==> src/rtl/dscp_pkg.sv <==
package dscp_pkg;

   typedef enum logic [1:0] {
      SEL_CMD   = 2'd0,
      SEL_WDATA = 2'd1,
      SEL_RDATA = 2'd2,
      SEL_STAT  = 2'd3
   } reg_sel_e;

   localparam int STAT_BUSY_BIT = 0;

endpackage

==> src/rtl/dscp_host_regs.sv <==
module dscp_host_regs
   import dscp_pkg::*;
#(
   parameter int IDX_W   = 6,
   parameter int PRIO_W  = 3,
   parameter int DATA_W  = 32,
   parameter int RNW_BIT = 7
) (
   input  logic              clk,
   input  logic              rst_n,
   input  logic [1:0]        host_addr,
   input  logic              host_wr,
   input  logic [DATA_W-1:0] host_wdata,
   output logic [DATA_W-1:0] host_rdata,
   input  logic              pending,
   input  logic              rd_load,
   input  logic [PRIO_W-1:0] rd_value,
   output logic              cmd_launch,
   output logic              cmd_rnw,
   output logic [IDX_W-1:0]  cmd_idx,
   output logic [PRIO_W-1:0] wdata_prio
);

   generate
      if (RNW_BIT < IDX_W || RNW_BIT >= DATA_W) begin : g_bad_rnw
         $error("dscp_host_regs: RNW_BIT must lie above the index field and inside the word");
      end
      if (PRIO_W > DATA_W) begin : g_bad_prio
         $error("dscp_host_regs: PRIO_W exceeds DATA_W");
      end
   endgenerate

   logic [PRIO_W-1:0] wd_q;
   logic [PRIO_W-1:0] rd_q;
   logic              rnw_q;
   logic [IDX_W-1:0]  idx_q;

   logic wr_cmd, wr_wd;

   assign wr_cmd     = host_wr && (host_addr == SEL_CMD);
   assign wr_wd      = host_wr && (host_addr == SEL_WDATA);
   assign cmd_launch = wr_cmd && !pending;

   always_ff @(posedge clk or negedge rst_n) begin
      if (!rst_n) begin
         rnw_q <= 1'b0;
         idx_q <= '0;
      end else if (cmd_launch) begin
         rnw_q <= host_wdata[RNW_BIT];
         idx_q <= host_wdata[IDX_W-1:0];
      end
   end

   always_ff @(posedge clk or negedge rst_n) begin
      if (!rst_n) wd_q <= '0;
      else if (wr_wd) wd_q <= host_wdata[PRIO_W-1:0];
   end

   always_ff @(posedge clk or negedge rst_n) begin
      if (!rst_n) rd_q <= '0;
      else if (rd_load) rd_q <= rd_value;
   end

   always_comb begin
      host_rdata = '0;
      case (host_addr)
         SEL_CMD: begin
            host_rdata[IDX_W-1:0] = idx_q;
            host_rdata[RNW_BIT]   = rnw_q;
         end
         SEL_WDATA: host_rdata[PRIO_W-1:0] = wd_q;
         SEL_RDATA: host_rdata[PRIO_W-1:0] = rd_q;
         SEL_STAT:  host_rdata[STAT_BUSY_BIT] = pending;
         default:   host_rdata = '0;
      endcase
   end

   logic unused_bits;
   assign unused_bits = &{1'b0, host_wdata[DATA_W-1:RNW_BIT+1], host_wdata[RNW_BIT-1:IDX_W]};

   assign cmd_rnw    = rnw_q;
   assign cmd_idx    = idx_q;
   assign wdata_prio = wd_q;

endmodule

==> src/rtl/dscp_cmd_seq.sv <==
module dscp_cmd_seq #(
   parameter int PRIO_W     = 3,
   parameter int ACCESS_CYC = 2
) (
   input  logic              clk,
   input  logic              rst_n,
   input  logic              launch,
   input  logic              rnw,
   input  logic [PRIO_W-1:0] wdata_prio,
   output logic              pending,
   output logic              tbl_we,
   output logic              tbl_re,
   output logic [PRIO_W-1:0] tbl_wd
);

   localparam int CNT_W = (ACCESS_CYC > 1) ? $clog2(ACCESS_CYC) : 1;

   generate
      if (ACCESS_CYC < 1) begin : g_bad_cyc
         $error("dscp_cmd_seq: ACCESS_CYC must be at least 1");
      end
   endgenerate

   logic              pend_q;
   logic [PRIO_W-1:0] wd_q;
   logic              last;

   generate
      if (ACCESS_CYC == 1) begin : g_single
         assign last = 1'b1;
      end else begin : g_count
         logic [CNT_W-1:0] cnt_q;
         always_ff @(posedge clk or negedge rst_n) begin
            if (!rst_n)      cnt_q <= '0;
            else if (launch) cnt_q <= '0;
            else if (pend_q) cnt_q <= cnt_q + 1'b1;
         end
         assign last = (cnt_q == CNT_W'(ACCESS_CYC - 1));
      end
   endgenerate

   always_ff @(posedge clk or negedge rst_n) begin
      if (!rst_n) begin
         pend_q <= 1'b0;
         wd_q   <= '0;
      end else if (launch) begin
         pend_q <= 1'b1;
         wd_q   <= wdata_prio;
      end else if (pend_q && last) begin
         pend_q <= 1'b0;
      end
   end

   assign pending = pend_q;
   assign tbl_we  = pend_q && last && !rnw;
   assign tbl_re  = pend_q && last && rnw;
   assign tbl_wd  = wd_q;

endmodule

==> src/rtl/dscp_prio_store.sv <==
module dscp_prio_store #(
   parameter int IDX_W  = 6,
   parameter int PRIO_W = 3
) (
   input  logic              clk,
   input  logic              rst_n,
   input  logic              we,
   input  logic [IDX_W-1:0]  idx,
   input  logic [PRIO_W-1:0] wd,
   output logic [PRIO_W-1:0] host_rd,
   input  logic [IDX_W-1:0]  lk_code,
   output logic [PRIO_W-1:0] lk_prio
);

   localparam int ENTRIES = 1 << IDX_W;

   logic [PRIO_W-1:0] ent [ENTRIES];
   logic [PRIO_W-1:0] lk_q;

   generate
      for (genvar i = 0; i < ENTRIES; i++) begin : g_ent
         always_ff @(posedge clk or negedge rst_n) begin
            if (!rst_n)
               ent[i] <= '0;
            else if (we && (idx == IDX_W'(i)))
               ent[i] <= wd;
         end
      end
   endgenerate

   always_ff @(posedge clk or negedge rst_n) begin
      if (!rst_n) lk_q <= '0;
      else        lk_q <= ent[lk_code];
   end

   assign host_rd = ent[idx];
   assign lk_prio = lk_q;

endmodule

==> src/rtl/dscp_prio_table.sv <==
module dscp_prio_table #(
   parameter int IDX_W      = 6,
   parameter int PRIO_W     = 3,
   parameter int DATA_W     = 32,
   parameter int RNW_BIT    = 7,
   parameter int ACCESS_CYC = 2
) (
   input  logic              clk,
   input  logic              rst_n,
   input  logic [1:0]        host_addr,
   input  logic              host_wr,
   input  logic [DATA_W-1:0] host_wdata,
   output logic [DATA_W-1:0] host_rdata,
   input  logic [IDX_W-1:0]  lk_code,
   output logic [PRIO_W-1:0] lk_prio
);

   logic              pending;
   logic              cmd_launch;
   logic              cmd_rnw;
   logic [IDX_W-1:0]  cmd_idx;
   logic [PRIO_W-1:0] wdata_prio;
   logic              tbl_we, tbl_re;
   logic [PRIO_W-1:0] tbl_wd;
   logic [PRIO_W-1:0] host_rd;

   dscp_host_regs #(
      .IDX_W(IDX_W), .PRIO_W(PRIO_W), .DATA_W(DATA_W), .RNW_BIT(RNW_BIT)
   ) u_regs (
      .clk(clk), .rst_n(rst_n),
      .host_addr(host_addr), .host_wr(host_wr), .host_wdata(host_wdata),
      .host_rdata(host_rdata),
      .pending(pending), .rd_load(tbl_re), .rd_value(host_rd),
      .cmd_launch(cmd_launch), .cmd_rnw(cmd_rnw), .cmd_idx(cmd_idx),
      .wdata_prio(wdata_prio)
   );

   dscp_cmd_seq #(
      .PRIO_W(PRIO_W), .ACCESS_CYC(ACCESS_CYC)
   ) u_seq (
      .clk(clk), .rst_n(rst_n),
      .launch(cmd_launch), .rnw(cmd_rnw), .wdata_prio(wdata_prio),
      .pending(pending), .tbl_we(tbl_we), .tbl_re(tbl_re), .tbl_wd(tbl_wd)
   );

   dscp_prio_store #(
      .IDX_W(IDX_W), .PRIO_W(PRIO_W)
   ) u_store (
      .clk(clk), .rst_n(rst_n),
      .we(tbl_we), .idx(cmd_idx), .wd(tbl_wd), .host_rd(host_rd),
      .lk_code(lk_code), .lk_prio(lk_prio)
   );

endmodule

==> config.mk <==
export PLATFORM = sky130hd
export DESIGN_NAME = dscp_prio_table
export DESIGN_NICKNAME = d
export VERILOG_FILES = /design/src/rtl/dscp_pkg.sv /design/src/rtl/dscp_host_regs.sv /design/src/rtl/dscp_cmd_seq.sv /design/src/rtl/dscp_prio_store.sv /design/src/rtl/dscp_prio_table.sv
export SDC_FILE = /design/constraint.sdc
export NUM_CORES = 1
export LEC_CHECK = 0
export BUFFER_PORTS_ARGS = -buffer_cell sky130_fd_sc_hd__buf_2
export CORE_MARGIN = 3
export CORE_UTILIZATION = 45
export CTS_CLUSTER_DIAMETER = 30
export DETAILED_ROUTE_END_ITERATION = 6
export SYNTH_ARGS = -nofsm -noshare
export SYNTH_HDL_FRONTEND = slang
export SYNTH_HIERARCHICAL = 1
export SYNTH_SLANG_ARGS = --single-unit
==> constraint.sdc <==
create_clock -name clk -period 2.25 [get_ports clk]
set_clock_uncertainty 0.05 [all_clocks]
set_input_delay 0.225 -clock clk [delete_from_list [all_inputs] [get_ports clk]]
set_output_delay 0.225 -clock clk [all_outputs]
set_load 0.05 [all_outputs]
# ---- Word level (Yosys, flattened, before mapping)
# Index checks and enable logic that the tools add are counted.
dict set report classes {
  n_addsub 1
  magnitude_cmp 2
  eq_ne 66
  n_mux 14
  n_bitwise 2
  n_reduce_logical 76
}
# op n
set op_table {}
lappend op_table {{6-bit equality test, second input constant} 32}
lappend op_table {{6-bit by 5-bit equality test with 1-bit output, second input constant} 16}
lappend op_table {{1-bit logical AND} 70}
lappend op_table {{6-bit by 4-bit equality test with 1-bit output, second input constant} 8}
lappend op_table {{3-bit binary-select mux with 6-bit select} 2}
lappend op_table {{6-bit by 3-bit equality test with 1-bit output, second input constant} 4}
lappend op_table {{3-bit two-way mux} 5}
lappend op_table {{7-bit greater-or-equal comparator, second input constant} 2}
lappend op_table {{6-bit NOT with 7-bit output} 2}
lappend op_table {{6-bit by 2-bit equality test with 1-bit output, second input constant} 2}
lappend op_table {{6-bit by 1-bit equality test with 1-bit output, second input constant} 1}
lappend op_table {{6-bit zero test} 1}
lappend op_table {{2-bit one-hot mux with 3 select lines} 1}
lappend op_table {{1-bit two-way mux} 5}
lappend op_table {{2-bit equality test, second input constant} 2}
lappend op_table {{1-bit one-hot mux with 4 select lines} 1}
lappend op_table {{2-bit nonzero test} 2}
lappend op_table {{2-bit by 1-bit equality test with 1-bit output, second input constant} 1}
lappend op_table {{1-bit zero test} 2}
lappend op_table {{2-bit zero test} 1}
lappend op_table {{1-bit adder, second input constant} 1}
dict set report totals {
  register_bits 213
  input_bits 43
  word_cells 233
}

# ---- Logic depth before layout (Yosys ltp)
dict set report logic_depth {
  depth_word 4
  depth_mapped 8
  ltp_nobuf 6
}

# ---- Cells and area by module
# The synthesis kept the hierarchy.
# module instances cells_each area_each_um2 seq_area_each_um2
set by_module_without_submodules {}
lappend by_module_without_submodules {dscp_prio_store 1 712 10674.0 4879.7}
lappend by_module_without_submodules {dscp_host_regs 1 66 807.0 325.3}
lappend by_module_without_submodules {dscp_cmd_seq 1 15 197.7 125.1}

# ---- Least setup slack after synthesis
# Ideal clock, no wire load.
dict set report synth_path {
  path_kind {flip-flop to flip-flop}
  start {register u_regs.idx_q[0], in the netlist u_regs/cmd_idx[0]}
  end {register u_regs.rd_q[0]}
  setup_ns 0.125
  arrival_ns 2.196
  path_slack_ns -0.120
  stages_incl_launch_ff 8
  path_buffers 2
  synth_period_minus_slack_ns 2.370
  cell_sequence {dfrtp_1 > buf_6 > buf_2 > mux4_2 > mux4_2 > nand3_1 > nand3_1 > mux2_2}
}
dict set report synth_between {
  elab_chain_cells 4
}
# element line_no
set synth_rtl {}
lappend synth_rtl {{start, declared} dscp_host_regs.sv:36} ;# logic [IDX_W-1:0] idx_q;
lappend synth_rtl {{start signal, assigned} dscp_host_regs.sv:50} ;# idx_q <= host_wdata[IDX_W-1:0];
lappend synth_rtl {{6-bit NOT with 7-bit output (not written as such)} dscp_prio_store.sv:36} ;# assign host_rd = ent[idx];
lappend synth_rtl {{3-bit binary-select mux with 6-bit select} dscp_prio_store.sv:36}
lappend synth_rtl {{3-bit two-way mux (not written as such) (2 in a row)} dscp_prio_store.sv:36}
lappend synth_rtl {{via host_rd[0]} dscp_prio_table.sv:25} ;# logic [PRIO_W-1:0] host_rd;
lappend synth_rtl {{end signal, assigned} dscp_host_regs.sv:61} ;# else if (rd_load) rd_q <= rd_value;
lappend synth_rtl {{end, declared} dscp_host_regs.sv:34} ;# logic [PRIO_W-1:0] rd_q;
# The timed path passes the listed nets, and every way through them passes these cells. The select of a mux whose other input is x is not followed.
# A chain may end at the register's enable or synchronous reset.

# ---- Final worst setup path
# Ends and elaborated chain as after synthesis.

==> impl_results.md <==
* Status: finished, violations left
* Failing checks: setup timing
* Final setup margin at -0.247 ns
* Die X at 167 µm
* Initial antenna violation count at 0
* FF+latch count, synth at 213
* Async set-reset flop share out of synthesis at 100%
* First-pass DRT Iterations at 5
* Startpoint types: register
* DRC at 0
* Via density at 6.03
* Clock Sinks at 213
* WP data arrival at 2.86 ns
* Starting density of the core at 46.1%
* Fill count at 1954
* Final hold vios at 0
* Post-synth EDFFs at 0
* Worst reg-to-reg setup slack at -0.25 ns
* Fin nets at 947
* Synth Cell Area at 0.0117 mm²
* Critical path, cell by cell: buf_12 > buf_12 > mux4_2 > mux4_2 > a22oi_2 > nand3_2 > mux2_4
* N_diodes at 0
* CP Capture Type: register
* Peak Freq at 400 MHz
* # setup viols final at 3
* Drt wl/cell at 25.3 µm
* Syn Area/Cell at 14.7 µm²
* Hold Slack at 0.0359 ns
* Total GRT Usage at 23.5%
* Pins Over Slew Limit at 0
* Register area at 0.00534 mm²
* Synth top area cells: dfrtp_1 46%, mux4_2 21%, mux2_2 20%
* CTS tree: done
* WP depth at 7
* Area Growth Syn to Fin at 24.9%
* Vias after detailed routing at 7666
* Commonest non-fill, non-tap cells in the layout: 210 x mux2_2, 207 x dfrtp_1, 111 x mux4_2
* Final Cycle Share at 111%
* DR iter-0 viols at 647
* Most common cell after layout, fill and taps aside: mux2_2
* Core area at 0.0253 mm²
* Post-synthesis sequential area ratio at 45.6%
* Layout cells sized above 1 at 59.4%
* Synth warn at 6
* Fin crit period at 2.50 ns
* P_leak at 0.00675 µW
* Worst slack, placed at -0.277 ns
* CP max stage delay at 0.53 ns
* Top Ports at 78
* Chip height at 167 µm
* Dpl hpwl at 22.8 mm
* Synth Instances at 793
* Yosys top cell by area: dfrtp_1
* Htree depth at 2
* CP top delay family: multiplexers
* Max IR drop VDD at 0.00104 V
* Final Power at 15900 µW
* RSZ-0062 raised after global routing: yes
* R2r startpoint: u_regs/cmd_idx[0]
* Worst setup path class: register to register
* Worst skew pair latency at 0.54 ns
* Slew HR at 38.0%
* Req. time, crit path at 2.62 ns
* Gr ovfl total at 0
* Placed inst area at 0.0127 mm²
* Largest net degree at the start of global routing at 74
* Footprint of the multi-input gates at 0.00604 mm²
* Final core occ at 57.6%
* First-pass GRT wire length at 50.4 mm
* Total CTS buffers at 48
* Total Wirelength at 32.1 mm
* Row count at 58
* Hold Crit Class: input port to register
* RD Place Congestion at 0.890
* Max clock buf depth at 3
* Slowest CP cell: mux4_2
* Design area at 0.0146 mm²
* Max-cap check violation count at 0
* RR Endpoint: u_regs/rd_q[0]
* Post-synth top flop: dfrtp_1
* Max Fanout on Critical Path at 8
* CP Buf/Inv Count at 2
* Clk slew on worst S/H paths at 0.05 ns
* Worst Reg-to-Reg Cells at 7
* Pwr per Cell Area at 1090 mW/mm²
* CP Launch Point: u_regs/cmd_idx[0]
* Share of the synthesized area in the top cell type at 45.6%
* Input/output buffers at 27
* CP endpoint: u_regs/rd_q[0]
* Unique masters post-synth at 43
* Root Buffer: clkbuf_16
* Worst-Margin Slew at 0.930 ns
* DRT antenna net count at 0
* Die area at 0.0279 mm²
* Vias in the first global route at 8302
worst min path at each step:
stage	start	endpoint	slack, ns	depth (start not counted)
final	lk_code[5]	u_store/lk_prio[0]	0.04	2
after global routing	lk_code[5]	u_store/lk_prio[0]	0.03	2
after CTS	lk_code[5]	u_store/lk_prio[0]	0.03	2
after detailed placement	rst_n	u_store/ent[95]	0.18	1
after global placement	rst_n	u_store/ent[69]	0.17	1
after floorplan	rst_n	u_regs/cmd_idx[0]	-0.12	0
report_power, final:
part	internal, µW	leakage, µW	switching [µW]
Sequential	4310	0.00293	765
Combinational	1770	0.00298	1830
Clock	4940	0.000837	2290
Total	11000	0.00675	4880
synthesized netlist by cell type (all sizes together) (2+ instances only):
cell type and n:
a21oi 2, a22oi 4, and2 5, and3 2
buf 56, clkbuf 29, dfrtp 213, inv 2
mux2 212, mux2i 8, mux4 114, nand2 56
nand2b 8, nand3 8, nand3b 2, nor2 30
nor2b 2, nor3 7, nor3b 2, o2111ai 2
o21ai 5, o22ai 2, o2bb2ai 2, or2 6
logic make-up after synthesis:
kind of cell	count (synthesis)	share of synthesized area, %
AO/OA/AOI/OAI	24	1.52
XOR/XNOR	1	0.0750
buffers and inverters	87	4.17
flip-flops	213	45.6
multiplexers	334	43.2
other	1	0.0321
AND/OR/NAND/NOR	133	5.36
layer usage:
| metal | vias to the layer above | part of all wire, % | global-route usage, % |
|---|---|---|---|
| met5 | - | 0 | 0 |
| met4 | 0 | 3.0 | 8.00 |
| met1 | 4100 | 44 | 33.2 |
| met3 | 66 | 5.9 | 4.44 |
| met2 | 285 | 48 | 37.0 |
| li1 | 3215 | - | - |
sequential cells by signal, summed over array words and instances (netlist names):
name,count
u_store/lk_prio,3
u_seq/tbl_wd,3
u_regs/rd_q,3
u_store/ent,192
u_seq/g_count.cnt_q,1
u_seq/pending,1
u_regs/cmd_idx,6
u_regs/cmd_rnw,1
u_regs/wdata_prio,3
area by class of cell:
class | instances | area share, %
clock buffers | 57 | 8.88
clock inverters | 31 | 2.83
inverters | 2 | 0.0515
well taps | 330 | 2.83
flip-flops and latches | 213 | 36.6
repair buffers | 122 | 7.39
multi-input cells | 517 | 41.4
through the flow:
stage               std cells  setup TNS [ns]
global route             1272          -0.870
floorplan                 817         -0.0479
detailed placement       1173          -0.942
finish                   1272          -0.703
global placement         1173          -0.927
CTS                      1273          -0.714
timing repair:
action,4_1_cts,5_1_grt
setup buffers,3,0
pin swaps,0,3
hold buffers,8,0
endpoints found under the setup margin,5,82
gates resized for setup,18,11
cloned,1,0
endpoints found under the hold margin,62,0
Note: power is estimated with default switching activity, not from simulation.
